## config.mk

```make
export PLATFORM = sky130hd
export DESIGN_NAME = pwr_state_seq
export DESIGN_NICKNAME = d
export VERILOG_FILES = /design/src/rtl/pwr_seq_pkg.sv /design/src/rtl/pwr_sync_bank.sv /design/src/rtl/pwr_fsm.sv /design/src/rtl/pwr_out_dec.sv /design/src/rtl/pwr_state_seq.sv
export SDC_FILE = /design/constraint.sdc
export NUM_CORES = 1
export LEC_CHECK = 0
export BUFFER_PORTS_ARGS = -buffer_cell sky130_fd_sc_hd__buf_2
export CORE_AREA = 2 2 39 41
export DETAILED_ROUTE_END_ITERATION = 8
export DIE_AREA = 0 0 41 43
export SYNTH_ARGS = -nofsm -noshare
export SYNTH_HDL_FRONTEND = slang
export SYNTH_SLANG_ARGS = --single-unit
```

## constraint.sdc

```tcl
create_clock -name clk -period 2.29 [get_ports clk]
set_input_delay 0.229 -clock clk [delete_from_list [all_inputs] [get_ports clk]]
set_output_delay 0.229 -clock clk [all_outputs]
set_load 0.05 [all_outputs]
```

## src/rtl/pwr_seq_pkg.sv

```systemverilog
package pwr_seq_pkg;

    typedef enum logic [1:0] {
        ST_RUN   = 2'd0,
        ST_PARK  = 2'd1,
        ST_DOZE  = 2'd2,
        ST_HIBER = 2'd3
    } pwr_state_e;

    localparam int SYNC_STAGES_DEF = 2;
    localparam int CTRL_W          = 4;

endpackage

```

## src/rtl/pwr_sync_bank.sv

```systemverilog
module pwr_sync_bank #(
    parameter int           W       = 4,
    parameter int           STAGES  = 2,
    parameter logic [W-1:0] RST_VAL = '0
) (
    input  logic         clk,
    input  logic         rst_n,
    input  logic [W-1:0] async_i,
    output logic [W-1:0] sync_o
);
    localparam int LAST = STAGES - 1;

    logic [W-1:0] stg [STAGES];

    genvar g;
    generate
        for (g = 0; g < STAGES; g++) begin : g_stage
            if (g == 0) begin : g_first
                always_ff @(posedge clk or negedge rst_n) begin
                    if (!rst_n) stg[g] <= RST_VAL;
                    else        stg[g] <= async_i;
                end
            end else begin : g_next
                always_ff @(posedge clk or negedge rst_n) begin
                    if (!rst_n) stg[g] <= RST_VAL;
                    else        stg[g] <= stg[g-1];
                end
            end
        end
    endgenerate

    assign sync_o = stg[LAST];
endmodule

```

## src/rtl/pwr_fsm.sv

```systemverilog
module pwr_fsm
    import pwr_seq_pkg::*;
(
    input  logic       clk,
    input  logic       rst_n,
    input  logic       stop_req,
    input  logic       sleep_req,
    input  logic       deep_req,
    input  logic       bclk_ok,
    output pwr_state_e state,
    output logic       park_pulse
);
    pwr_state_e nxt;

    always_comb begin
        nxt = state;
        unique case (state)
            ST_RUN:   if (stop_req)                 nxt = ST_PARK;   // t_park
            ST_PARK:  if (!stop_req)                nxt = ST_RUN;    // t_unpark
                      else if (sleep_req)           nxt = ST_DOZE;   // t_doze
            ST_DOZE:  if (!sleep_req)               nxt = ST_PARK;   // t_wake
                      else if (deep_req || !bclk_ok) nxt = ST_HIBER; // t_hiber
            ST_HIBER: if (!deep_req && bclk_ok)     nxt = ST_DOZE;   // t_rise
        endcase
    end

    always_ff @(posedge clk or negedge rst_n) begin
        if (!rst_n) begin
            state      <= ST_RUN;                                    // t_reset
            park_pulse <= 1'b0;
        end else begin
            state      <= nxt;
            park_pulse <= (state == ST_RUN) && (nxt == ST_PARK);
        end
    end

    a_r2_ack_only_on_park_entry: assert property (@(posedge clk) disable iff (!rst_n)
        park_pulse |-> (state == ST_PARK) && ($past(state) == ST_RUN));

    a_r4_run_entered_from_park: assert property (@(posedge clk) disable iff (!rst_n)
        (state == ST_RUN) && ($past(state) != ST_RUN) |-> $past(state) == ST_PARK);

    a_r6_doze_entry_from_neighbour: assert property (@(posedge clk) disable iff (!rst_n)
        (state == ST_DOZE) && ($past(state) != ST_DOZE)
        |-> ($past(state) == ST_PARK) || ($past(state) == ST_HIBER));

    a_r11_hiber_entered_from_doze: assert property (@(posedge clk) disable iff (!rst_n)
        (state == ST_HIBER) && ($past(state) != ST_HIBER) |-> $past(state) == ST_DOZE);

    a_r11_hiber_exit_needs_both: assert property (@(posedge clk) disable iff (!rst_n)
        ($past(state) == ST_HIBER) && (state != ST_HIBER) |-> $past(!deep_req && bclk_ok));
endmodule

```

## src/rtl/pwr_out_dec.sv

```systemverilog
module pwr_out_dec
    import pwr_seq_pkg::*;
(
    input  logic       clk,
    input  logic       rst_n,
    input  pwr_state_e state,
    output logic       core_en,
    output logic       bus_en,
    output logic       pll_en,
    output logic       snoop_ok,
    output logic       intr_ok
);
    always_comb begin
        unique case (state)
            ST_RUN:   {core_en, bus_en, pll_en, snoop_ok, intr_ok} = 5'b11111;
            ST_PARK:  {core_en, bus_en, pll_en, snoop_ok, intr_ok} = 5'b01111;
            ST_DOZE:  {core_en, bus_en, pll_en, snoop_ok, intr_ok} = 5'b00100;
            ST_HIBER: {core_en, bus_en, pll_en, snoop_ok, intr_ok} = 5'b00000;
        endcase
    end

    a_r3_core_needs_bus: assert property (@(posedge clk) disable iff (!rst_n)
        core_en |-> bus_en && pll_en);

    a_r6_bus_needs_pll: assert property (@(posedge clk) disable iff (!rst_n)
        bus_en |-> pll_en && snoop_ok && intr_ok);
endmodule

```

## src/rtl/pwr_state_seq.sv

```systemverilog
module pwr_state_seq
    import pwr_seq_pkg::*;
#(
    parameter int SYNC_STAGES = SYNC_STAGES_DEF
) (
    input  logic       clk,
    input  logic       rst_n,
    input  logic       stpclk_n,
    input  logic       slp_n,
    input  logic       dpslp_n,
    input  logic       bclk_run,
    output logic       core_clk_en,
    output logic       bus_clk_en,
    output logic       pll_en,
    output logic       sg_ack_req,
    output logic       snoop_ok,
    output logic       intr_ok,
    output logic [1:0] pwr_state
);
    localparam logic [CTRL_W-1:0] IDLE_IN = 4'b1111;

    logic [CTRL_W-1:0] raw_in;
    logic [CTRL_W-1:0] syn_in;
    pwr_state_e        st;

    assign raw_in = {stpclk_n, slp_n, dpslp_n, bclk_run};

    pwr_sync_bank #(
        .W       (CTRL_W),
        .STAGES  (SYNC_STAGES),
        .RST_VAL (IDLE_IN)
    ) u_sync (
        .clk     (clk),
        .rst_n   (rst_n),
        .async_i (raw_in),
        .sync_o  (syn_in)
    );

    pwr_fsm u_fsm (
        .clk        (clk),
        .rst_n      (rst_n),
        .stop_req   (!syn_in[3]),
        .sleep_req  (!syn_in[2]),
        .deep_req   (!syn_in[1]),
        .bclk_ok    (syn_in[0]),
        .state      (st),
        .park_pulse (sg_ack_req)
    );

    pwr_out_dec u_dec (
        .clk      (clk),
        .rst_n    (rst_n),
        .state    (st),
        .core_en  (core_clk_en),
        .bus_en   (bus_clk_en),
        .pll_en   (pll_en),
        .snoop_ok (snoop_ok),
        .intr_ok  (intr_ok)
    );

    assign pwr_state = st;

    a_r2_ack_is_single_cycle: assert property (@(posedge clk) disable iff (!rst_n)
        sg_ack_req |=> !sg_ack_req);

    a_r7_doze_ignores_stop: assert property (@(posedge clk) disable iff (!rst_n)
        ($past(pwr_state) == 2'd2) && $past(syn_in[2] == 1'b0) |-> pwr_state != 2'd0);
endmodule

```

==> metrics.log <==
[metrics] total count of max-transition violations in the final report: 0
[metrics] slowest cell delay on critical path: 0.43 ns
[metrics] clk slew on worst S/H paths: 0.07 ns
[metrics] Layout Area Growth over Synthesis: 29.5%
[metrics] full die area: 0.00176 mm^2
[metrics] core outline area: 0.00138 mm^2
[metrics] number of nets with antenna violations after detailed routing: 0
[metrics] startpoint of the most critical register-to-register path: u_sync.sync_o[2]
[metrics] slack of the worst reg-to-reg path: 1.31 ns
[metrics] synthesized area per cell: 15.2 um^2
[metrics] final-layout setup total negative slack: 0 ns
[metrics] Final Hold Vio Count: 0
[metrics] class of the tightest hold or removal check: in2reg
[metrics] Post-CTS Setup Bufs: 0
[metrics] ratio of final minimum period to clock period: 0.575
[metrics] drt drc: 0
[metrics] upper clock frequency limit: 759 MHz
[metrics] crit path capture type: primary output
[metrics] Resize count post-CTS: 0
[metrics] CTS H-Tree Depth: 1
[metrics] count of clock tree sinks: 11
[metrics] count of port buffers added during placement: 13
[metrics] Worst-Margin Slew: about 0.24 ns
[metrics] GP Congestion: 0.564
[metrics] detailed-route vias per instance: ~4
[metrics] status: finished clean
[metrics] leading cell types in the layout, fill and taps excluded: sky130_fd_sc_hd__buf_2, sky130_fd_sc_hd__dfstp_2, sky130_fd_sc_hd__clkbuf_4, sky130_fd_sc_hd__dfrtp_1
[metrics] via total after detailed routing: 225
[metrics] launching instance or port of the critical path: u_fsm.state[1]
[metrics] Num CTS Buffers: 3
[metrics] timing endpoint of the critical path: intr_ok
[metrics] maximum number of pins on one net before global-route repair: 12
[metrics] critical setup path kind: reg2out
[metrics] Root Buffer Master: sky130_fd_sc_hd__clkbuf_4
[metrics] post-synthesis net count: 30
[metrics] initial antenna violation count: 0
[metrics] Seq/Total Area, Yosys: 0.781
[metrics] GRT Overall Usage: 0.0890
[metrics] number of placement rows: 14
[metrics] crit path max fanout: 7
[metrics] cell with the biggest individual delay on the critical path: sky130_fd_sc_hd__dfrtp_1
[metrics] Clock Skew: 0.00124 ns
[metrics] worst path required time: 2.06 ns
[metrics] number of optimization iterations in the first detailed-route pass: 2
[metrics] clock latency of the later-clocked register in the worst-skew pair: 0.26 ns
[metrics] initial cell density of the core: 0.264
[metrics] total inserted antenna cells: 0
[metrics] maximum capacitance violations: 0
[metrics] clock tree from TritonCTS: built
[metrics] setup repair after global routing missed its margin: no
[metrics] Top delay family on crit path: flip-flops
[metrics] hold depth: 1
[metrics] width of the die: 41 um
[metrics] number of cells on the worst reg-to-reg path: 3
[metrics] IO Count: 14
[metrics] WP buf/inv: 2
[metrics] placed wire-length estimate after detailed placement: 396 um
[metrics] end of the worst register-to-register path: u_fsm.state[0]
[metrics] crit path DAT: roughly 1.1 ns
[metrics] flip-flop and latch count after synthesis: 11
[metrics] crit-path cells: inv_1 > buf_2
[metrics] Levels on crit path: 2
[metrics] vias in the first global route: ~220
[metrics] final routed wire length divided by cell count: around 9.9 um
[metrics] Netlist cell types: 12
[metrics] # placed instances: approximately 50
[metrics] tightest slew margin relative to the limit: 0.838
[metrics] Ys Warns: 0
[metrics] post-route worst hold slack: 0.0567 ns
[metrics] clock period minus worst slack: 1.32 ns
[metrics] layout cells sized above 1: 0.650
[metrics] Post-Route WL: 553 um
[metrics] wire length of the first global-routing pass: just over 900 um
[metrics] synthesized netlist cell count: 24
[metrics] most common cell after layout, fill and taps aside: sky130_fd_sc_hd__buf_2
[metrics] net count reported at finish: 47
[metrics] final cell count without fillers: 56
[metrics] buffer levels on the longest clock path: 2
[metrics] number of setup violations in the final report: 0
[metrics] global route overflow: 0
[metrics] crit start category: flop
[metrics] netlist area before placement: approximately 370 um^2
[metrics] die height: ~43 um
[metrics] Detailed Route Iter0 Violations: 1
sequential cells by signal, summed over array words and instances, names as in the netlist:
register          cells
u_sync.sync_o         4
u_fsm.park_pulse      1
u_fsm.state           2
u_sync.stg            4
timing repair:
item                       in CTS  in global routing
hold endpoints to repair        3                  0
hold buffers                    1                  0
setup endpoints to repair       0                  0
metal layers:
layer  vias up  global-route usage  wire, um
met1       100              0.0785       219
met5         -                   0         0
li1        109                   -         -
met3         0              0.0785        76
met2        16               0.125       257
met4         0              0.0600         0
Yosys cell counts (all sizes together):
| cell type | n | area, um^2 |
|---|---|---|
| nor3 | 1 | 5.00 |
| dfstp | 8 | 210 |
| o21ai | 1 | 5.00 |
| o31ai | 1 | 7.51 |
| nor2 | 1 | 3.75 |
| inv | 2 | 7.51 |
| nor2b | 2 | 20.0 |
| dfrtp | 3 | 75.1 |
| o2bb2ai | 1 | 8.76 |
| buf | 2 | 15.0 |
| nand2 | 2 | 7.51 |
worst min path at each step:
stage | start | endpoint | slack [ns]
2_1_floorplan | rst_n | u_fsm.park_pulse | -0.07
3_3_place_gp | rst_n | u_fsm.state[0] | 0.1
3_5_place_dp | rst_n | u_fsm.state[0] | 0.10
4_1_cts | bclk_run | u_sync.stg[4] | 0.04
5_1_grt | stpclk_n | u_sync.stg[7] | 0.03
6_report | bclk_run | u_sync.stg[4] | 0.06
cell type report:
cell class / count / area, um^2
fill: 152 / 911
sequential: 11 / 285
timing repair buffer: 14 / 75.1
multi-input combinational: 9 / 57.6
clock buffer: 3 / 22.5
tap: 16 / 20.0
inverter: 2 / 7.51
clock inverter: 1 / 5.00
worst register-to-register path, cell delays in order, from the launching register on:
cell                      delay [ns]
sky130_fd_sc_hd__dfstp_2        0.55
sky130_fd_sc_hd__nor2b_1        0.17
sky130_fd_sc_hd__o21ai_1        0.09
sky130_fd_sc_hd__o31ai_1        0.08
stage by stage:
step / util / area, um^2 / setup WS (ns)
after global routing: 0.342 / 473 / 0.868
after CTS: 0.342 / 473 / 0.949
after floorplan: - / 365 / 0.682
after global placement: 0.315 / 435 / 1.28
after detailed placement: 0.315 / 435 / 1.25
final: 0.342 / 473 / 0.973
cell families (layout without fill, tap and decap cells):
logic type,Yosys count,after routing,share of synthesized area
buf+inv,4,20,0.0616
compound gates,3,3,0.0582
flops,11,11,0.781
simple gates,6,6,0.0993
Power is left out: the tool's default activity adds up to more than one toggle a clock period on the data nets, which glitch-free logic cannot reach.
